`src/rtl/wps_pkg.sv`:
```
package wps_pkg;

  typedef enum logic [1:0] {
    SEQ_BOOT  = 2'd0,
    SEQ_FIRE  = 2'd1,
    SEQ_GUARD = 2'd2,
    SEQ_IDLE  = 2'd3
  } seq_state_e;

  function automatic int unsigned cwidth(input int unsigned n);
    return (n < 2) ? 1 : $clog2(n);
  endfunction

endpackage

```
`src/rtl/wps_tick_gen.sv`:
```
module wps_tick_gen #(
  parameter int unsigned DIV = 16000
) (
  input  logic clk,
  input  logic rst_n,
  input  logic clr,
  output logic tick
);
  localparam int unsigned CW = wps_pkg::cwidth(DIV);
  localparam logic [CW-1:0] LAST = CW'(DIV - 1);

  logic [CW-1:0] cnt_q, cnt_n;

  assign tick = (cnt_q == LAST);

  always_comb begin
    if (clr || tick) cnt_n = '0;
    else             cnt_n = cnt_q + CW'(1);
  end

  always_ff @(posedge clk or negedge rst_n) begin
    if (!rst_n) cnt_q <= '0;
    else        cnt_q <= cnt_n;
  end
endmodule

```
`src/rtl/wps_sync.sv`:
```
module wps_sync #(
  parameter int unsigned STAGES = 2
) (
  input  logic clk,
  input  logic rst_n,
  input  logic d,
  output logic q
);
  logic [STAGES-1:0] chain_q, chain_n;

  generate
    if (STAGES == 1) begin : g_single
      assign chain_n = d;
    end else begin : g_multi
      assign chain_n = {chain_q[STAGES-2:0], d};
    end
  endgenerate

  always_ff @(posedge clk or negedge rst_n) begin
    if (!rst_n) chain_q <= '0;
    else        chain_q <= chain_n;
  end

  assign q = chain_q[STAGES-1];
endmodule

```
`src/rtl/wps_debounce.sv`:
```
module wps_debounce #(
  parameter int unsigned HOLD_TICKS = 20
) (
  input  logic clk,
  input  logic rst_n,
  input  logic tick,
  input  logic level_in,
  output logic press
);
  localparam int unsigned CW = wps_pkg::cwidth(HOLD_TICKS + 1);
  localparam logic [CW-1:0] LAST = CW'(HOLD_TICKS - 1);

  logic [CW-1:0] cnt_q, cnt_n;
  logic          stable_q, stable_n;
  logic          prev_q;

  always_comb begin
    stable_n = stable_q;
    cnt_n    = cnt_q;
    if (level_in == stable_q) begin
      cnt_n = '0;
    end else if (tick) begin
      if (cnt_q == LAST) begin
        stable_n = level_in;
        cnt_n    = '0;
      end else begin
        cnt_n = cnt_q + CW'(1);
      end
    end
  end

  always_ff @(posedge clk or negedge rst_n) begin
    if (!rst_n) begin
      cnt_q    <= '0;
      stable_q <= 1'b0;
      prev_q   <= 1'b0;
    end else begin
      cnt_q    <= cnt_n;
      stable_q <= stable_n;
      prev_q   <= stable_q;
    end
  end

  assign press = stable_q & ~prev_q;
endmodule

```
`src/rtl/wake_pulse_seq.sv`:
```
module wake_pulse_seq #(
  parameter int unsigned CLK_HZ      = 16_000_000,
  parameter int unsigned TICK_HZ     = 1000,
  parameter int unsigned PULSE_MS    = 100,
  parameter int unsigned GUARD_MS    = 1000,
  parameter int unsigned BOOT_MS     = 300,
  parameter int unsigned DEBOUNCE_MS = 20,
  parameter int unsigned MAX_TRIES   = 5,
  parameter int unsigned SYNC_STAGES = 2
) (
  input  logic clk,
  input  logic rst_n,
  input  logic wake_req,
  input  logic sleep_req,
  input  logic button_raw,
  input  logic awake_in,
  output logic ctrl_out,
  output logic nav_state,
  output logic busy,
  output logic boot_fail
);
  import wps_pkg::*;

  localparam int unsigned DIV     = CLK_HZ / TICK_HZ;
  localparam int unsigned SPAN    = (GUARD_MS > BOOT_MS) ? GUARD_MS : BOOT_MS;
  localparam int unsigned TW      = cwidth(SPAN + 1);
  localparam int unsigned RW      = cwidth(MAX_TRIES + 1);
  localparam logic [TW-1:0] PULSE_LAST = TW'(PULSE_MS - 1);
  localparam logic [TW-1:0] GUARD_LAST = TW'(GUARD_MS - 1);
  localparam logic [TW-1:0] BOOT_LAST  = TW'(BOOT_MS - 1);
  localparam logic [RW-1:0] TRY_LIMIT  = RW'(MAX_TRIES);

  logic tick, launch;
  logic awake_s, button_s, press;

  seq_state_e    state_q, state_n;
  logic [TW-1:0] elapsed_q, elapsed_n;
  logic [RW-1:0] tries_q, tries_n;
  logic          booting_q, booting_n;
  logic          nav_q, nav_n;
  logic          fail_q, fail_n;
  logic          ctrl_q, ctrl_n;
  logic          req_ok;

  wps_tick_gen #(.DIV(DIV)) u_tick (
    .clk(clk), .rst_n(rst_n), .clr(launch), .tick(tick)
  );

  wps_sync #(.STAGES(SYNC_STAGES)) u_sync_awake (
    .clk(clk), .rst_n(rst_n), .d(awake_in), .q(awake_s)
  );

  wps_sync #(.STAGES(SYNC_STAGES)) u_sync_button (
    .clk(clk), .rst_n(rst_n), .d(button_raw), .q(button_s)
  );

  wps_debounce #(.HOLD_TICKS(DEBOUNCE_MS)) u_debounce (
    .clk(clk), .rst_n(rst_n), .tick(tick), .level_in(button_s), .press(press)
  );

  // A request is valid only if it would move the receiver away from its
  // reported state; the button is a plain toggle.
  assign req_ok = (wake_req & ~awake_s) | (sleep_req & awake_s) | press;

  always_comb begin
    state_n   = state_q;
    elapsed_n = elapsed_q;
    tries_n   = tries_q;
    booting_n = booting_q;
    nav_n     = nav_q;
    fail_n    = fail_q;
    launch    = 1'b0;

    unique case (state_q)
      SEQ_BOOT: begin
        if (tick) begin
          if (elapsed_q == BOOT_LAST) begin
            elapsed_n = '0;
            if (awake_s) begin
              booting_n = 1'b0;
              nav_n     = 1'b1;
              fail_n    = 1'b0;
              state_n   = SEQ_IDLE;
            end else begin
              launch = 1'b1;
            end
          end else begin
            elapsed_n = elapsed_q + TW'(1);
          end
        end
      end
      SEQ_FIRE: begin
        if (tick) begin
          elapsed_n = elapsed_q + TW'(1);
          if (elapsed_q == PULSE_LAST) state_n = SEQ_GUARD;
        end
      end
      SEQ_GUARD: begin
        if (tick) begin
          if (elapsed_q == GUARD_LAST) begin
            elapsed_n = '0;
            if (!booting_q) begin
              state_n = SEQ_IDLE;
            end else if (awake_s) begin
              booting_n = 1'b0;
              nav_n     = 1'b1;
              fail_n    = 1'b0;
              state_n   = SEQ_IDLE;
            end else begin
              if (tries_q >= TRY_LIMIT) fail_n = 1'b1;
              launch = 1'b1;
            end
          end else begin
            elapsed_n = elapsed_q + TW'(1);
          end
        end
      end
      SEQ_IDLE: begin
        if (req_ok) launch = 1'b1;
      end
      default: state_n = SEQ_IDLE;
    endcase

    if (launch) begin
      state_n   = SEQ_FIRE;
      elapsed_n = '0;
      if (booting_q) begin
        if (tries_q != TRY_LIMIT) tries_n = tries_q + RW'(1);
      end else begin
        nav_n = ~nav_q;
      end
    end

    ctrl_n = (state_n == SEQ_FIRE);
  end

  always_ff @(posedge clk or negedge rst_n) begin
    if (!rst_n) begin
      state_q   <= SEQ_BOOT;
      elapsed_q <= '0;
      tries_q   <= '0;
      booting_q <= 1'b1;
      nav_q     <= 1'b0;
      fail_q    <= 1'b0;
      ctrl_q    <= 1'b0;
    end else begin
      state_q   <= state_n;
      elapsed_q <= elapsed_n;
      tries_q   <= tries_n;
      booting_q <= booting_n;
      nav_q     <= nav_n;
      fail_q    <= fail_n;
      ctrl_q    <= ctrl_n;
    end
  end

  assign ctrl_out  = ctrl_q;
  assign nav_state = nav_q;
  assign busy      = (state_q != SEQ_IDLE);
  assign boot_fail = fail_q;
endmodule

```
`config.mk`:
```
export PLATFORM = sky130hd
export DESIGN_NAME = wake_pulse_seq
export DESIGN_NICKNAME = d
export VERILOG_FILES = /design/src/rtl/wps_pkg.sv /design/src/rtl/wps_tick_gen.sv /design/src/rtl/wps_sync.sv /design/src/rtl/wps_debounce.sv /design/src/rtl/wake_pulse_seq.sv
export SDC_FILE = /design/constraint.sdc
export NUM_CORES = 1
export LEC_CHECK = 0
export CORE_ASPECT_RATIO = 0.9
export CORE_MARGIN = 2
export CORE_UTILIZATION = 50
export CTS_BUF_LIST = sky130_fd_sc_hd__clkbuf_2
export DETAILED_ROUTE_END_ITERATION = 7
export DONT_BUFFER_PORTS = 1
export PLACE_DENSITY = 0.76
export SKIP_LAST_GASP = 1
export SLEW_MARGIN = 40
export SYNTH_ARGS = -nofsm -noshare
export SYNTH_HDL_FRONTEND = slang
export SYNTH_HIERARCHICAL = 1
export SYNTH_SLANG_ARGS = --single-unit
```
`constraint.sdc`:
```
create_clock -name clk -period 6.4 [get_ports clk]
set_clock_uncertainty 0.15 [all_clocks]
set_input_delay 0.64 -clock clk [delete_from_list [all_inputs] [get_ports clk]]
set_output_delay 0.64 -clock clk [all_outputs]
set_load 0.01 [all_outputs]
```
Yosys cells after proc, flatten, opt, wreduce, memory -nomap -nowiden. Index checks and enable logic that the tools add are counted. W data, S select, Z words.

Reduce and logical (&&, ||, !) cells: 10. Bitwise gates (word level): 9. Add/subtract/negate cells: 4. Equal/unequal tests: 22. Mux-type cells: 50. Order comparisons: 1.

Operators by type and width (count): $mux W10 (6); $pmux W10 S3 (1); $mux W1 (25); $mux W2 (9); $mux W5 (3); $add A14 B1 Y14 const B (1); $eq A14 B14 Y1 const B (1); $mux W14 (1); $add A10 B1 Y10 const B (1); $eq A10 B10 Y1 const B (1); $eq A10 B7 Y1 const B (1); $eq A10 B9 Y1 const B (1); $ne A3 B1 Y1 const B (3); $ne A2 B2 Y1 const B (4); $reduce_and A8 Y1 (1); $ne A2 B1 Y1 const B (3); $pmux W1 S2 (3); $pmux W2 S3 (1); $reduce_and A3 Y1 (2); $reduce_and A6 Y1 (1); $add A5 B1 Y5 const B (1); $eq A5 B5 Y1 const B (1); $eq A2 B1 Y1 const B (2); $eq A2 B2 Y1 const B (2); other kinds (14) (21).

Word-level logic and storage cells: 109. Bits in registers: 44. Input port bits: 6. Output and inout bits: 4.

Depth between registers and ports, before layout.
Depth after elaboration: 8. Mapped depth: 10. Mapped depth without buffers: 8.

Modules after synthesis. Netlist, hierarchy kept.

By module, submodules not included: wake_pulse_seq (area each 1326.3 sq um, times used 1, sequential area each 476.7 sq um, cells an instance 140); wps_tick_gen (area each 680.7 sq um, times used 1, sequential area each 350.3 sq um, cells an instance 68); wps_debounce (area each 349.1 sq um, times used 1, sequential area each 175.2 sq um, cells an instance 31); wps_sync (area each 50.0 sq um, times used 2, sequential area each 50.0 sq um, cells an instance 2).

Worst setup path before layout. No wires, ideal clock.

Path type: flip-flop to flip-flop. From: reg u_tick.cnt_q[7]. To: reg u_tick.cnt_q[10]. Setup time: 0.119 ns. Cell stages (with the launch flop): 10. Data required time: 6.131 ns. Period minus slack after synthesis: 2.941 ns. Path buffers: 2. Path slack: 3.459 ns. Arrival time: 2.672 ns. Cells stage by stage: dfrtp_1 or3b_2 nor4_1 clkbuf_1 nor2b_1 o221ai_1 nand2_1 or2_2 buf_6 nor2_1.

Cells in the longest elaborated chain, start to end: 5. Elaborated cells between the ends (all ways): 7. Those cells by class: add/sub (1); eq/ne (1); mux (4); reduce/logical (1).

Ends and longest elaborated chain: start, declared (line wps_tick_gen.sv:12) `logic [CW-1:0] cnt_q, cnt_n;`; start signal, assigned (line wps_tick_gen.sv:23) `else cnt_q <= cnt_n;`; $eq A14 B14 Y1 * (line wps_tick_gen.sv:14) `assign tick = (cnt_q == LAST);`; named net tick (line wake_pulse_seq.sv:33) `logic tick, launch;`; $mux W1, on equally long branches (line wake_pulse_seq.sv:99, wake_pulse_seq.sv:76); $pmux W1 S3 * (line wake_pulse_seq.sv:74) `unique case (state_q)`; named net launch (line wake_pulse_seq.sv:33); $logic_or A1 B1 Y1 * (line wps_tick_gen.sv:17) `if (clr || tick) cnt_n = '0;`; $mux W14 * (line wps_tick_gen.sv:17); named net u_tick.cnt_n[10] (line wps_tick_gen.sv:12).

Mark *: on every way through the listed nets, which the timed path passes. The rest lies on a longest branch. A chain may end at the register's enable or synchronous reset.

Worst setup path in the final report.
From: reg u_tick.cnt_q[0]. To: reg elapsed_q[3].

Cells in the longest elaborated chain, start to end: 5. Elaborated cells between the ends (all ways): 10. Those cells by class: eq/ne (4); mux (4); reduce/logical (2).

Ends and longest elaborated chain: $eq A14 B14 Y1 * (line wps_tick_gen.sv:14); named net tick (line wake_pulse_seq.sv:33); $mux W1, on equally long branches (line wake_pulse_seq.sv:99, wake_pulse_seq.sv:76); $pmux W1 S3 (line wake_pulse_seq.sv:74); $ne A3 B1 Y1 (no source line) or $reduce_bool A4 Y1 (tied branches); $reduce_and A4 Y1 (no source line); end signal, assigned (line wake_pulse_seq.sv:148) `elapsed_q <= elapsed_n;`; end, declared (line wake_pulse_seq.sv:37) `logic [TW-1:0] elapsed_q, elapsed_n;`.

Marked as above.

==> run summary <==
status: finished, final reports clean
Placed Instance Area: 2510 µm²
Overflow after GRT: 0
Clk Latency, worst-skew pair: 0.40 ns
CTS H-Tree Depth: 2
Max clock buf depth: 2
most frequent cell after synthesis: dfrtp_1
#FFs+latches synth: 44
M1 WL: 2130 µm
hold_ws: 0.0808 ns
Layout fillers: 400
Initial Util: 0.514
yosys warns: 6
setup TNS: 0 ns
Arrival @ worst endpoint: 2.90 ns
Leak: 1.11 nW
Resized cells post-CTS: 0
Yosys cell types: 63
Slew headroom: 0.592
Die Width: 77.9 µm
RSZ-0062 raised after global routing: no
fraction of layout cells with a size suffix above 1: 0.113
Peak Freq: 0.368 GHz
synthesized area per cell: 10.1 µm²
Pwr Density: 171 nW/µm²
dominant cells by area after synthesis: dfrtp_1, ha_1, nor2_1, xor2_1, nand3_1
max cap viols: 0
Die Y-Extent: 70.5 µm
design area: 2610 µm²
WL per Instance: 14.0 µm
Post-synth top cells: dfrtp_1, nor2_1, nand3_1, o21ai_0, nand2_1
n_diodes: 0
WL met2: 2060 µm
total track usage: 0.176
Crit Path Category: register to register
largest net degree at the start of global routing: 45
Vias: 1761
Mapped Area: 2460 µm²
Crit Path Max Fanout: 17
first-pass GRT wire length: 7670 µm
top sig layer: met4
Seq/Total Area, Yosys: 0.449
vias per cell: 5.64
Synth top area share: 0.438
vias in the first global route: 1702
DRT iter0 DRCs: 106
Root Buffer: clkbuf_2
fin nets: 262
multi-input logic area: 1270 µm²
CP Data Required Time: 6.58 ns
Max Slew Vio Count: 0
DP HPWL: 3000 µm
Mapped Nets: 259
PortBufs: 0
Die Footprint: 5490 µm²
CTS tree: built
final worst setup slack: 3.68 ns
Final min period: 2.72 ns
post-synth top area cell: dfrtp_1
post-route ant nets: 0
drt total wl: 4350 µm
flip-flop and latch area: 1100 µm²
met3 wire length: 111 µm
Worst-path clk slew: 0.22 ns
CP Capture Type: register
Post-synth EDFFs: 0
Core Region: 4770 µm²
Fin. Hold Viols: 0
asr flop ratio synth: 1.00
startpoint types: register
detailed-route DRC error count: 0
Cell Rows: 24
clock net sink count: 44
P&R area growth vs syn: 6.37%
actual slew at the worst max-slew pin: 0.596 ns
total CTS buffers: 5
ys flop type: dfrtp_1
synthesized instance count: 243
RD Place Congestion: 0.809
crit share post-route: 0.424
I/O pins: 10
worst ir drop on vdd: 129 µV
initial antenna violation count: 0
first drt pass iteration count: 4
worst hold-check path type: input pin to register
worst slack, placed: 3.71 ns
setup violators final: 0
area by class of cell:
| cell class | count | share of cell area |
|---|---|---|
| Tap cell | 65 | 0.0311 |
| Timing Repair Buffer | 3 | 0.0172 |
| Clock inverter | 3 | 0.0163 |
| Clock buffer | 5 | 0.00958 |
| Multi-Input combinational cell | 181 | 0.488 |
| Sequential cell | 44 | 0.422 |
| Inverter | 11 | 0.0158 |
final timing paths:
check	from	to	slack, ns	depth (start not counted)
worst max register to register	u_tick/cnt_q[0]	elapsed_q[3]	3.68	9
max in group asynchronous	rst_n	booting_q	5.26	2
min in group asynchronous	rst_n	boot_fail	0.58	2
worst min register to register	u_sync_button/chain_q[0]	u_sync_button/chain_q[1]	0.23	0
worst min-delay path	button_raw	u_sync_button/chain_q[0]	0.08	0
worst max-delay path	u_tick/cnt_q[0]	elapsed_q[3]	3.68	9
placed cells by master, fill, tap and decap left out, types with 3 or more instances in the layout:
master,count
a21oi_1,7
and3_1,4
nand3_1,13
nor4_1,6
ha_1,10
xor2_1,8
nand4_1,4
a21o_1,6
dfrtp_1,43
nor2_1,24
xnor2_1,7
nand2_1,12
nor2b_1,4
inv_1,10
nor3_1,6
mux2i_1,3
nor3b_1,5
o21ai_0,13
o31ai_1,3
clkbuf_2,5
per-stage QoR:
| stage | total power, mW | std cells | util |
|---|---|---|---|
| after CTS | 0.454 | 312 | 0.547 |
| after global placement | 0.288 | 302 | 0.525 |
| final | 0.446 | 312 | 0.547 |
| after floorplan | 0.287 | 243 | - |
| after detailed placement | 0.288 | 302 | 0.525 |
| after global routing | 0.461 | 312 | 0.547 |
sequential cells by signal, summed over array words and instances (netlist names):
signal and cells:
elapsed_q 10, u_debounce/stable_q 1, booting_q 1, ctrl_out 1, u_debounce/prev_q 1, state_q 2
u_sync_awake/chain_q 2, u_tick/cnt_q 14, u_debounce/cnt_q 5, u_sync_button/chain_q 2, tries_q 3, boot_fail 1
nav_state 1
cell families after synthesis:
logic type	after synthesis	synth area share
XOR/XNOR	15	0.0535
AND/OR/NAND/NOR	107	0.266
buffers and inverters	18	0.0346
flip-flops	44	0.449
AO/OA/AOI/OAI	45	0.127
adder cells (fa/ha/maj)	10	0.0509
multiplexers	4	0.0183
worst max-delay path, cell delays in order, from the launching register on:
cell,delay [ns]
dfrtp_1,0.46
ha_1,0.25
nand4_1,0.20
nor4_2,0.24
buf_4,0.24
nor2b_1,0.15
o221ai_1,0.20
nand4_2,0.36
o21ai_0,0.16
a21o_2,0.22
routing by layer:
| layer | vias up | GRT usage |
|---|---|---|
| li1 | 878 | - |
| met1 | 853 | 0.239 |
| met2 | 25 | 0.278 |
| met3 | 5 | 0.0426 |
| met4 | 0 | 0.0556 |
| met5 | - | 0 |
where the power goes:
part / switching [mW] / total [mW] / leakage, nW / internal (mW)
Clock: 0.0901 / 0.156 / 0.0406 / 0.0656
Combinational: 0.00650 / 0.00954 / 0.511 / 0.00304
Sequential: 0.00124 / 0.281 / 0.556 / 0.280
Total: 0.0979 / 0.446 / 1.11 / 0.348
timing repair:
item | CTS | global route
endpoints found under the hold margin | 44 | 0
hold buffers | 2 | 0
buffers inserted | 0 | 0
Note: power is estimated with default switching activity, not from simulation.
